==> config.mk <==
export PLATFORM = sky130hd
export DESIGN_NAME = pwm4_ctrl
export DESIGN_NICKNAME = d
export VERILOG_FILES = /design/src/rtl/pwm4_pkg.sv /design/src/rtl/pwm4_regs.sv /design/src/rtl/pwm4_chan.sv /design/src/rtl/pwm4_ctrl.sv
export SDC_FILE = /design/constraint.sdc
export NUM_CORES = 1
export LEC_CHECK = 0
export BUFFER_PORTS_ARGS = -buffer_cell sky130_fd_sc_hd__buf_2
export CAP_MARGIN = 20
export CORE_MARGIN = 2
export CORE_UTILIZATION = 56
export CTS_BUF_LIST = sky130_fd_sc_hd__clkbuf_16
export CTS_CLUSTER_SIZE = 8
export DETAILED_ROUTE_END_ITERATION = 10
export PLACE_DENSITY = 0.74
export SYNTH_ARGS = -nofsm -noshare
export SYNTH_HDL_FRONTEND = slang
export SYNTH_SLANG_ARGS = --single-unit
export TNS_END_PERCENT = 1
==> constraint.sdc <==
create_clock -name clk -period 5.3 [get_ports clk]
set_input_delay 0.53 -clock clk [delete_from_list [all_inputs] [get_ports clk]]
set_output_delay 0.53 -clock clk [all_outputs]
set_load 0.05 [all_outputs]
==> src/rtl/pwm4_pkg.sv <==
package pwm4_pkg;

    localparam int DUTY_W     = 8;
    localparam int PRE_W      = 13;
    localparam int WORD_W     = 32;
    localparam int EN_POS     = 31;
    localparam int DUTY_LSB   = 16;
    localparam int PRE_LSB    = 0;
    localparam int SLOT_BITS  = 4;

    typedef logic [DUTY_W-1:0] duty_t;
    typedef logic [PRE_W-1:0]  pre_t;

    typedef struct packed {
        logic  en;
        duty_t duty;
        pre_t  pre;
    } chan_cfg_t;

    function automatic chan_cfg_t word_to_cfg(input logic [WORD_W-1:0] w);
        chan_cfg_t c;
        c.en   = w[EN_POS];
        c.duty = w[DUTY_LSB +: DUTY_W];
        c.pre  = w[PRE_LSB +: PRE_W];
        return c;
    endfunction

    function automatic logic [WORD_W-1:0] cfg_to_word(input chan_cfg_t c);
        logic [WORD_W-1:0] w;
        w                     = '0;
        w[EN_POS]             = c.en;
        w[DUTY_LSB +: DUTY_W] = c.duty;
        w[PRE_LSB +: PRE_W]   = c.pre;
        return w;
    endfunction

endpackage

==> src/rtl/pwm4_regs.sv <==
module pwm4_regs
    import pwm4_pkg::*;
#(
    parameter int NUM_CH = 4,
    parameter int ADDR_W = 8
) (
    input  logic              clk,
    input  logic              rst,
    input  logic              wr,
    input  logic [ADDR_W-1:0] addr,
    input  logic [WORD_W-1:0] wdata,
    output logic [WORD_W-1:0] rdata,
    output chan_cfg_t         cfg_o [NUM_CH]
);

    localparam int IDX_W  = ADDR_W - SLOT_BITS;
    localparam int CFG_W  = $bits(chan_cfg_t);
    localparam logic [IDX_W-1:0] LAST_IDX = IDX_W'(NUM_CH - 1);

    logic [IDX_W-1:0]        sel;
    logic                    hit;
    chan_cfg_t               cfg_q [NUM_CH];
    logic [NUM_CH*CFG_W-1:0] bank_flat;

    assign sel = addr[ADDR_W-1:SLOT_BITS];
    assign hit = (addr[SLOT_BITS-1:0] == '0) && (sel <= LAST_IDX);

    for (genvar i = 0; i < NUM_CH; i++) begin : g_slot
        always_ff @(posedge clk) begin
            if (rst) begin
                cfg_q[i] <= '0;
            end else if (wr && hit && (sel == IDX_W'(i))) begin
                cfg_q[i] <= word_to_cfg(wdata);
            end
        end
        assign cfg_o[i] = cfg_q[i];
        assign bank_flat[i*CFG_W +: CFG_W] = cfg_q[i];
    end

    always_comb begin
        rdata = '0;
        for (int i = 0; i < NUM_CH; i++) begin
            if (hit && (sel == IDX_W'(i))) begin
                rdata = cfg_to_word(cfg_q[i]);
            end
        end
    end

    // a write outside the channel slots leaves every word as it was
    p_stray_write_r3: assert property (@(posedge clk) disable iff (rst)
        (wr && !hit) |=> $stable(bank_flat));

endmodule

==> src/rtl/pwm4_chan.sv <==
module pwm4_chan
    import pwm4_pkg::*;
(
    input  logic      clk,
    input  logic      rst,
    input  chan_cfg_t cfg,
    output logic      pwm_o
);

    pre_t      pre_cnt;
    duty_t     step;
    logic      running;
    chan_cfg_t held;
    chan_cfg_t eff;
    logic      tick;
    logic      wrap;

    // Before the first running cycle the live word is used directly.
    assign eff  = running ? held : cfg;
    assign tick = (pre_cnt == eff.pre);
    assign wrap = tick && (step == {DUTY_W{1'b1}});

    always_ff @(posedge clk) begin
        if (rst || !cfg.en) begin
            pre_cnt <= '0;
            step    <= '0;
        end else if (tick) begin
            pre_cnt <= '0;
            step    <= step + 1'b1;
        end else begin
            pre_cnt <= pre_cnt + 1'b1;
        end
    end

    always_ff @(posedge clk) begin
        if (rst) begin
            running <= 1'b0;
        end else begin
            running <= cfg.en;
        end
    end

    always_ff @(posedge clk) begin
        if (rst) begin
            held <= '0;
        end else if (!running || wrap) begin
            held <= cfg;
        end
    end

    assign pwm_o = cfg.en && (step < eff.duty);

    // a disabled channel parks both counters at zero
    p_park_r6: assert property (@(posedge clk) disable iff (rst)
        !cfg.en |=> (pre_cnt == '0 && step == '0));

    // the step index moves by exactly one when a prescale count completes
    p_step_adv_r4: assert property (@(posedge clk) disable iff (rst)
        (cfg.en && tick) |=> (pre_cnt == '0 && step == duty_t'($past(step) + 1'b1)));

    // the applied settings change only at a period boundary
    p_held_stable_r7: assert property (@(posedge clk) disable iff (rst)
        (running && !wrap) |=> $stable(held));

    // output is low in the first cycle after reset
    p_reset_low_r9: assert property (@(posedge clk) disable iff (rst)
        $past(rst) |-> !pwm_o);

endmodule

==> src/rtl/pwm4_ctrl.sv <==
module pwm4_ctrl
    import pwm4_pkg::*;
#(
    parameter int NUM_CH = 4,
    parameter int ADDR_W = 8
) (
    input  logic              clk,
    input  logic              rst,
    input  logic              bus_wr,
    input  logic [ADDR_W-1:0] bus_addr,
    input  logic [31:0]       bus_wdata,
    output logic [31:0]       bus_rdata,
    output logic [NUM_CH-1:0] pwm_o
);

    chan_cfg_t cfg [NUM_CH];

    pwm4_regs #(
        .NUM_CH (NUM_CH),
        .ADDR_W (ADDR_W)
    ) u_regs (
        .clk   (clk),
        .rst   (rst),
        .wr    (bus_wr),
        .addr  (bus_addr),
        .wdata (bus_wdata),
        .rdata (bus_rdata),
        .cfg_o (cfg)
    );

    for (genvar i = 0; i < NUM_CH; i++) begin : g_ch
        pwm4_chan u_chan (
            .clk   (clk),
            .rst   (rst),
            .cfg   (cfg[i]),
            .pwm_o (pwm_o[i])
        );
    end

endmodule

==> metrics.txt, run 1 <==
# rows 56; final wirelength 28400 um; vias in the first global route around 9000; Via Count approximately 9000; Syn Inst Count 1273; first-pass GRT wire length 46200 um; Sink Count between 200 and 300; CP startpoint g_ch[3].u_chan.running$_SDFF_PP0_; Min Hold Slack 331 ps; status completed; Fin. Hold Viols 0; Slew headroom 24.7%; routability cong. 0.816; Ys Warns 0; CP endpoint pwm_o[3]; clock-pin slew on the worst setup and hold paths 50 ps; Finish-stage setup viols 0; Avg Inst Size Synth 10.6 um^2; min-delay worst type input pin to flop; hpwl dp 20300 um; Setup WS pre-CTS slightly below 2000 ps; Die X about 160 um; P&R area growth vs syn 11.2%; die area 25400 um^2; fin crit share a little under three quarters; H-tree Lvls 2; final cell count without fillers 1649; Vias/cell 5.52; CTS Buffer Depth 3; Power Dens Cells 319 nW/um^2; I/O Buffers between 50 and 60; PostCTS Resize Cnt 0; peak supply drop roughly 0.00022 V; reg2reg path depth 8; worst path arrival time 3290 ps; pin slew with the least headroom to its limit 1130 ps; insertion delay to the later sink of the worst-skew pair 520 ps; routed len/inst about 17 um; post-route ant nets 0; min Tclk post-route 3820 ps; TritonCTS clock tree done; Worst EP required 4770 ps; maxcap violations 0; Setup Skew 18.2 ps; router iterations before antenna repair 5; synthesized area 13500 um^2; root buf cell clkbuf_16; library cells used by synthesis 42; Fmax 262 MHz; Starting Density 57.3%; postcts setup bufs 0; IO Pins slightly below 80; fraction of layout cells with a size suffix above 1 roughly 11%; Design Power 4790 uW; CP endpoint kind output pin; pin count of the biggest net entering global routing roughly 130; Seq/Total Area, Yosys 45.1%; P_leak 0.00562 uW; flops & latches, synth 260; # hold bufs at CTS 0; setup TNS 0 ps; gr usage total 22.4%; DRT iter0 DRCs 497; worst reg2reg setup slack 2040 ps; chip height between 150 and 200 um; nets 1391; CP Class flop to output pin; total CTS buffers 38; startpoint types flop; R2R Path Start g_ch[1].u_chan.running$_SDFF_PP0_; crit-path max FO 18; Inst Count DP 1591; final slew viol count 0; Worst Slack Setup Final 1480 ps; DRC Markers 0; Critical R2R Capture g_ch[1].u_chan.held[8]$_SDFFE_PP0P_; remaining global-route overflow 0; number of antenna violations at the first check in global routing 1; core region area 23500 um^2; RSZ-0062 raised after global routing false
power by group:
part           switching [uW]  internal (uW)
sequential               82.5           2150
clock                     855           1330
combinational             195            176
Yosys cell counts, drive strengths merged:
| cell | number | area, um^2 |
|---|---|---|
| and3 | 16 | 100 |
| nand3 | 40 | 200 |
| xnor2 | 68 | 596 |
| a21o | 1 | 7.51 |
| mux4 | 22 | 495 |
| a2111oi | 3 | 26.3 |
| conb | 1 | 3.75 |
| o211ai | 3 | 22.5 |
| a31o | 2 | 17.5 |
| and4 | 4 | 35.0 |
| a21oi | 22 | 110 |
| clkbuf | 48 | 180 |
| o2bb2ai | 3 | 26.3 |
| o2111ai | 1 | 8.76 |
| a41o | 1 | 10.0 |
| o31a | 4 | 35.0 |
| nor4 | 8 | 50.1 |
| nor4bb | 2 | 20.0 |
| xor2 | 32 | 280 |
| inv | 10 | 37.5 |
| o31ai | 5 | 37.5 |
| buf | 36 | 249 |
| nor2 | 78 | 293 |
| nand2 | 30 | 113 |
| nor3 | 5 | 25.0 |
| nor2b | 2 | 12.5 |
| nand3b | 1 | 7.51 |
| ha | 36 | 450 |
| o21a | 14 | 105 |
| o21ai | 21 | 105 |
| nand2b | 175 | 1090 |
| or4 | 9 | 67.6 |
| nand4 | 10 | 62.6 |
| nor4b | 1 | 8.76 |
| edfxtp | 88 | 2640 |
| dfxtp | 172 | 3440 |
| and2 | 112 | 701 |
| mux2i | 172 | 1720 |
| or3 | 15 | 93.8 |
registers in the layout, summed over array words and instances, names as in the netlist:
name,flops
g_ch.u_chan.held,84
g_ch.u_chan.pre_cnt,52
g_ch.u_chan.running,4
g_ch.u_chan.step,32
u_regs.cfg_q,88
critical path, cell delays in order (launching register included):
cell and delay (ps):
dfxtp_1 1010, buf_4 310, mux2i_1 240, ha_1 280, a2111oi_0 430, o2bb2ai_1 200
buf_2 300
metal layers:
metal,GRT usage [%],share of wire [%]
met1,29.9,46
met2,38.3,48
met3,3.70,3.8
met4,5.58,2.0
met5,0,0
kinds of logic after synthesis:
kind of cell / Yosys count / synth area share, %
DFF: 260 / 45.1
adders and majority gates: 36 / 3.34
AOI/OAI and AO/OA: 80 / 3.79
and+or+nand+nor: 508 / 21.4
other: 1 / 0.0278
buffers and inverters: 94 / 3.46
muxes: 194 / 16.4
xor gates and xnor gates: 100 / 6.49
cells in the final DEF, fill, tap and decap left out, drive strengths merged, types with 5 or more instances in the layout:
| cell type | instances |
|---|---|
| a21oi | 22 |
| and2 | 112 |
| and3 | 16 |
| buf | 74 |
| clkbuf | 38 |
| conb | 10 |
| dfxtp | 172 |
| edfxtp | 88 |
| ha | 36 |
| inv | 27 |
| mux2i | 172 |
| mux4 | 22 |
| nand2 | 30 |
| nand2b | 175 |
| nand3 | 40 |
| nand4 | 10 |
| nor2 | 78 |
| nor3 | 5 |
| nor4 | 8 |
| o21a | 14 |
| o21ai | 21 |
| o31ai | 5 |
| or3 | 15 |
| or4 | 9 |
| xnor2 | 68 |
| xor2 | 32 |
worst min-delay path by stage:
stage / startpoint / endpoint / slack (ps) / cells after the start
detailed placement: g_ch[1].u_chan.held[11]$_SDFFE_PP0P_ / g_ch[1].u_chan.held[11]$_SDFFE_PP0P_ / 470 / 2
floorplan: g_ch[0].u_chan.held[0]$_SDFFE_PP0P_ / g_ch[0].u_chan.held[0]$_SDFFE_PP0P_ / 450 / 2
global route: bus_wdata[12] / u_regs.cfg_q[0][12]$_SDFFCE_PN0P_ / 330 / 2
global placement: g_ch[3].u_chan.held[15]$_SDFFE_PP0P_ / g_ch[3].u_chan.held[15]$_SDFFE_PP0P_ / 460 / 2
CTS: bus_wdata[1] / u_regs.cfg_q[1][1]$_SDFFCE_PN0P_ / 320 / 2
finish: bus_wdata[12] / u_regs.cfg_q[0][12]$_SDFFCE_PN0P_ / 330 / 2
per-stage QoR:
step / util (%) / area, um^2
2_1_floorplan: - / 13500
3_3_place_gp: 59.1 / 13900
3_5_place_dp: 59.2 / 13900
4_1_cts: 63.7 / 15000
5_1_grt: 63.7 / 15000
6_report: 63.7 / 15000
final cells by class:
type	instances	area, um^2
clock inverters	19	120
diodes	1	2.50
inverters	10	37.5
clock buffers	38	951
fillers	1942	8540
flip-flops and latches	260	6090
multi-input cells	928	6990
well taps	319	399
repair buffers	74	417
No activity file was read; power rests on OpenSTA's default activity.
==> inputs of run 2 (changes only) <==
- clock period: 5.3 -> 3.7 ns (I/O delays scaled with it)
==> metrics.txt, run 2 (same netlist as run 1, synthesis figures left out) <==
startpoint types flop; crit-path max FO 9 (-9); nets 1392 (+0.072%); worst reg2reg setup slack 660 ps (-1380 ps); pin slew with the least headroom to its limit 1000 ps (-125 ps); Critical R2R Capture g_ch[2].u_chan.held[10]$_SDFFE_PP0P_; fillcell total 1896 (-2.4%); gr usage total 22.6% (+0.19 points); fin crit share 85.8%; CP max-delay cell dfxtp_1; die area 25400 um^2 (unchanged); post-route ant nets 0 (unchanged); Power Dens Cells 463 nW/um^2 (+45%); Slew headroom 33.1% (+8.4 points); commonest non-fill, non-tap cells in the layout nand2b_1, mux2i_1, dfxtp_1; setup TNS 0 ps (unchanged); Finish-stage setup viols 0 (unchanged); remaining global-route overflow 0 (unchanged); Largest regs u_regs.cfg_q (88), g_ch.u_chan.held (84), g_ch.u_chan.pre_cnt (52); maxcap violations 0 (unchanged); peak supply drop 0.000335 V (+52%); Fin. Hold Viols 0 (unchanged); status completed; biggest cell delay along the critical path 620 ps (-390 ps); router iterations before antenna repair 5 (unchanged); Fmax 315 MHz; final wirelength 28700 um (+0.81%); clock-pin slew on the worst setup and hold paths 50 ps (about the same); chip height 159 um (unchanged); Setup Skew 21.6 ps (+3.36 ps); Worst EP required 3330 ps (-1440 ps); worst path arrival time 2810 ps (-480 ps); RSZ-0062 raised after global routing false; Die X 159 um (unchanged); CTS Buffer Depth 3 (unchanged); # hold bufs at CTS 0 (unchanged); P&R area growth vs syn 11.6%; max FFs per register 88 (unchanged); total CTS buffers 38 (unchanged); DRT iter0 DRCs 484 (-2.6%); CP endpoint pwm_o[1]; R2R Path Start g_ch[2].u_chan.running$_SDFF_PP0_; CP endpoint kind output pin; commonest non-fill, non-tap cell in the layout nand2b_1; reg2reg path depth 8 (unchanged); root buf cell clkbuf_16; worst path cell trace mux2i_1 -> ha_1 -> o21a_1 -> o21a_1 -> o21ai_0 -> a21oi_1 -> nor4bb_1 -> buf_2; final slew viol count 0 (unchanged); TritonCTS clock tree done; Vias/cell 5.54 (+0.52%); CP Class flop to output pin; IO Pins 79 (unchanged); routed len/inst 17.3 um (+0.50%); hpwl dp 20200 um (-0.82%); vias in the first global route 8928 (-0.70%); Sink Count 260 (unchanged); DRC Markers 0 (unchanged); min-delay worst type input pin to flop; insertion delay to the later sink of the worst-skew pair 510 ps (about the same); Starting Density 57.3% (unchanged); first-pass GRT wire length 46500 um (+0.52%); P_leak 0.00567 uW (+0.73%); # rows 56 (unchanged); pin count of the biggest net entering global routing 85 (-32%); core region area 23500 um^2 (unchanged); fraction of layout cells with a size suffix above 1 10.8% (+0.043 points); number of antenna violations at the first check in global routing 2 (+1); PostCTS Resize Cnt 0 (unchanged); Crit path max-delay family flip-flops; WP buf/inv 1 (-1); H-tree Lvls 2 (unchanged); routability cong. 0.866 (+6.2%); CP startpoint g_ch[1].u_chan.running$_SDFF_PP0_; utilization after layout 64.0% (+0.25 points); Crit path depth 8 (+2); min Tclk post-route 3180 ps; Via Count 9170 (+0.82%); largest reg by FF count u_regs.cfg_q; Hold Path Origin bus_wdata[0]; postcts setup bufs 0 (unchanged); Worst path most repeated cell o21a_1; I/O Buffers 58 (unchanged)
## run 2: cell types whose count changed in the layout (fill, tap and decap cells not counted)
cell and delta:
inv_6 -2, clkbuf_16 +3, diode_2 +1, buf_6 -1, inv_1 +3, buf_4 +2, clkinv_8 -1
## run 2: how the worst min path moves through the flow
stage	to	slack (ps)	depth (start not counted)
after CTS	u_regs.cfg_q[1][0]$_SDFFCE_PN0P_	170	2
after detailed placement	g_ch[1].u_chan.held[13]$_SDFFE_PP0P_	470	2
after global routing	u_regs.cfg_q[1][0]$_SDFFCE_PN0P_	180	2
after floorplan	g_ch[0].u_chan.held[0]$_SDFFE_PP0P_	450	2
final	u_regs.cfg_q[1][0]$_SDFFCE_PN0P_	180	2
after global placement	g_ch[2].u_chan.held[1]$_SDFFE_PP0P_	460	2
## run 2: final cells by class
class / count / area [um^2] / area share (%)
multi-input cells: 928 / 6990 / 46.4
flip-flops and latches: 260 / 6090 / 40.4
repair buffers: 75 / 420 / 2.79
clock inverters: 19 / 97.6 / 0.648
diodes: 2 / 5.00 / 0.0332
well taps: 319 / 399 / 2.65
inverters: 10 / 37.5 / 0.249
clock buffers: 41 / 1030 / 6.81
## run 2: report_power, final
part	leakage (uW)	switching (uW)	internal, uW
registers	0.00224	103	3080
clock network	0.000615	1220	2020
logic	0.00281	296	252
total	0.00567	1620	5350
## run 2: routing by layer
| metal | track usage, % | part of all wire, % |
|---|---|---|
| met1 | 30.2 | 45 |
| met2 | 38.0 | 48 |
| met3 | 3.05 | 4.0 |
| met4 | 7.77 | 2.7 |
| met5 | 0 | 0 |
## run 2: through the flow
| step | total power, uW | hold WS, ps | cell area (um^2) | instances | setup WS [ps] |
|---|---|---|---|---|---|
| floorplan | 3650 | 452 | 13500 | 1282 | 1150 |
| detailed placement | 3790 | 467 | 13900 | 1592 | 714 |
| CTS | 7020 | 166 | 15100 | 1652 | 442 |
| finish | 6970 | 179 | 15100 | 1654 | 524 |
| global route | 7200 | 179 | 15100 | 1654 | 331 |
| global placement | 3770 | 460 | 13900 | 1592 | 753 |
==> inputs of run 3 (changes only) <==
- SYNTH_HIERARCHICAL: default -> 1
==> metrics.txt, run 3 <==
Via Count 10116 (+10%); flops & latches, synth 260 (unchanged); root buf cell clkbuf_16; routability cong. 0.861 (-0.66%); post-synthesis mux area share 15.3% (-1.1 points); post-synth top area cell dfxtp_1; Finish-stage setup viols 0 (unchanged); pin slew with the least headroom to its limit 934 ps (-69.8 ps); DRT iter0 DRCs 774 (+60%); Crit path max-delay family compound AO/OA/AOI/OAI gates; total CTS buffers 38 (unchanged); TritonCTS clock tree done; commonest non-fill, non-tap cells in the layout nand2b_1, mux2i_1, dfxtp_1; Min Hold Slack 266 ps (+86.5 ps); min-delay worst type input pin to flop; I/O Buffers 58 (unchanged); vias in the first global route 9773 (+9.5%); XOR/XNOR share of the synthesized area 6.06% (-0.43 points); Slew headroom 37.7% (+4.7 points); IO Pins 79 (unchanged); simple-gate portion of the synthesized area 25.1% (+3.7 points); largest reg by FF count u_regs/cfg_q; H-tree Lvls 2 (unchanged); commonest non-fill, non-tap cell in the layout nand2b_1; ys async rst share 0% (unchanged); P_leak 0.00566 uW (about the same); # hold bufs at CTS 0 (unchanged); commonest cells in the synthesized netlist nand2b_1, dfxtp_1, mux2i_1; routed len/inst 19.8 um (+14%); Design Power 7030 uW (+0.87%); max FFs per register 88 (unchanged); Sink Count 260 (unchanged); worst path cell trace buf_4 -> mux2i_1 -> ha_1 -> o21a_1 -> o21a_1 -> o21a_1 -> o211ai_1 -> o2bb2ai_1 -> buf_2; area share of the largest cell type after synthesis 23.8% (-1.7 points); DRC Markers 0 (unchanged); peak supply drop 0.000336 V (+0.47%); Die X 165 um (+3.4%); # rows 58 (+3.6%); RSZ-0062 raised after global routing false; synthesized area 14400 um^2 (+7.1%); crit-path max FO 11 (+2); area fraction in compound gates after synthesis 3.66% (-0.13 points); insertion delay to the later sink of the worst-skew pair 510 ps (about the same); Crit path depth 9 (+1); top-count cell post-synth nand2b_1; Ys Warns 6 (+6); Setup Skew 12.7 ps (-8.87 ps); status completed; pin count of the biggest net entering global routing 175 (+110%); CP Class flop to output pin; CP max-delay cell dfxtp_1; biggest cell delay along the critical path 730 ps (+110 ps); CTS Buffer Depth 3 (unchanged); Seq/Total Area, Yosys 42.1% (-3.0 points); Starting Density 57.2% (-0.11 points); startpoint types flop; maxcap violations 0 (unchanged); min Tclk post-route 3390 ps (+218 ps); nets 1442 (+3.6%); Critical R2R Capture g_ch[3].u_chan/held[13]$_SDFFE_PP0P_; Worst EP required 3330 ps (about the same); remaining global-route overflow 0 (unchanged); worst path arrival time 3020 ps (+210 ps); PostCTS Resize Cnt 0 (unchanged); CP startpoint g_ch[0].u_chan/running$_SDFF_PP0_; worst reg2reg setup slack 610 ps (-50 ps); Fmax 295 MHz (-6.4%); largest family of logic cells by synthesized area simple AND/OR/NAND/NOR gates; router iterations before antenna repair 5 (unchanged); Avg Inst Size Synth 10.9 um^2 (+2.5%); die area 27100 um^2 (+6.9%); final wirelength 33900 um (+18%); reg2reg path depth 8 (unchanged); fraction of layout cells with a size suffix above 1 17.7% (+6.9 points); clock-pin slew on the worst setup and hold paths 50 ps (about the same); first-pass GRT wire length 53300 um (+15%); gr usage total 25.3% (+2.7 points); library cells used by synthesis 40 (-4.8%); Power Dens Cells 441 nW/um^2 (-4.7%); CP endpoint kind output pin; CP endpoint pwm_o[0]; antenna cells 0 (-2); Synth Flop Type dfxtp_1; hpwl dp 23600 um (+17%); postcts setup bufs 0 (unchanged); final slew viol count 0 (unchanged); fillcell total 2005 (+5.7%); core region area 25300 um^2 (+7.3%); number of antenna violations at the first check in global routing 0 (-2); Largest regs u_regs/cfg_q (88), g_ch.u_chan/held (84), g_ch.u_chan/pre_cnt (52); fin crit share 91.7% (+5.9 points); setup TNS 0 ps (unchanged); Syn Inst Count 1330 (+4.5%); Adder-Cell Fraction of Synth Area 3.12% (-0.22 points); Vias/cell 5.91 (+6.6%); utilization after layout 63.1% (-0.87 points); chip height 165 um (+3.4%); post-route ant nets 0 (unchanged); R2R Path Start g_ch[3].u_chan/running$_SDFF_PP0_; WP buf/inv 2 (+1); Worst path most repeated cell o21a_1; P&R area growth vs syn 10.3%; number of flops mapped to enable cells by yosys 88 (unchanged); Fin. Hold Viols 0 (unchanged); top cells by area, synth dfxtp_1, edfxtp_1, mux2i_1
[run 3: cell type report]
type / count / area [um^2] / share of cell area [%]
Inverter: 10 / 37.5 / 0.235
Clock buffer: 39 / 976 / 6.12
Sequential cell: 260 / 6090 / 38.2
Timing Repair Buffer: 86 / 528 / 3.31
Tap cell: 330 / 413 / 2.59
Clock inverter: 20 / 106 / 0.667
Multi-Input combinational cell: 967 / 7790 / 48.9
[run 3: cell families after synthesis]
| logic type | Yosys count |
|---|---|
| compound gates | 80 |
| flops | 260 |
| mux | 194 |
| xor+xnor | 100 |
| buf+inv | 112 |
| other cells | 1 |
| simple gates | 547 |
| fa+ha+maj | 36 |
[run 3: stage by stage]
stage	instances	instance area [um^2]	setup WS, ps
2_1_floorplan	1339	14500	-204
3_3_place_gp	1653	14900	628
3_5_place_dp	1653	14900	608
4_1_cts	1712	15900	267
5_1_grt	1712	15900	156
6_report	1712	15900	306
[run 3: worst min-delay path by stage]
stage | start | to | slack, ps | depth (start not counted)
after floorplan | g_ch[0].u_chan/held[12]$_SDFFE_PP0P_ | g_ch[0].u_chan/held[12]$_SDFFE_PP0P_ | 450 | 2
after global placement | g_ch[0].u_chan/held[7]$_SDFFE_PP0P_ | g_ch[0].u_chan/held[7]$_SDFFE_PP0P_ | 460 | 2
after detailed placement | g_ch[1].u_chan/held[13]$_SDFFE_PP0P_ | g_ch[1].u_chan/held[13]$_SDFFE_PP0P_ | 470 | 2
after CTS | bus_wdata[21] | u_regs/cfg_q[3][18]$_SDFFCE_PN0P_ | 250 | 3
after global routing | bus_wdata[21] | u_regs/cfg_q[3][18]$_SDFFCE_PN0P_ | 280 | 3
final | bus_wdata[21] | u_regs/cfg_q[3][18]$_SDFFCE_PN0P_ | 270 | 3
[run 3: power by group]
group | internal [uW] | switching (uW)
sequential | 3080 | 119
combinational | 282 | 397
clock | 1940 | 1210
[run 3: per-layer routing]
metal	routed length (um)	vias up	global-route usage, %
met2	15800	352	40.3
met3	2310	51	3.37
li1	-	4823	-
met1	15000	4890	36.1
met4	815	0	7.67
met5	0	-	0
[run 3: tightest hold or removal path, cell delays in order]
cell	delay, ps
buf_2	100
nand2_1	90
nor4_2	40
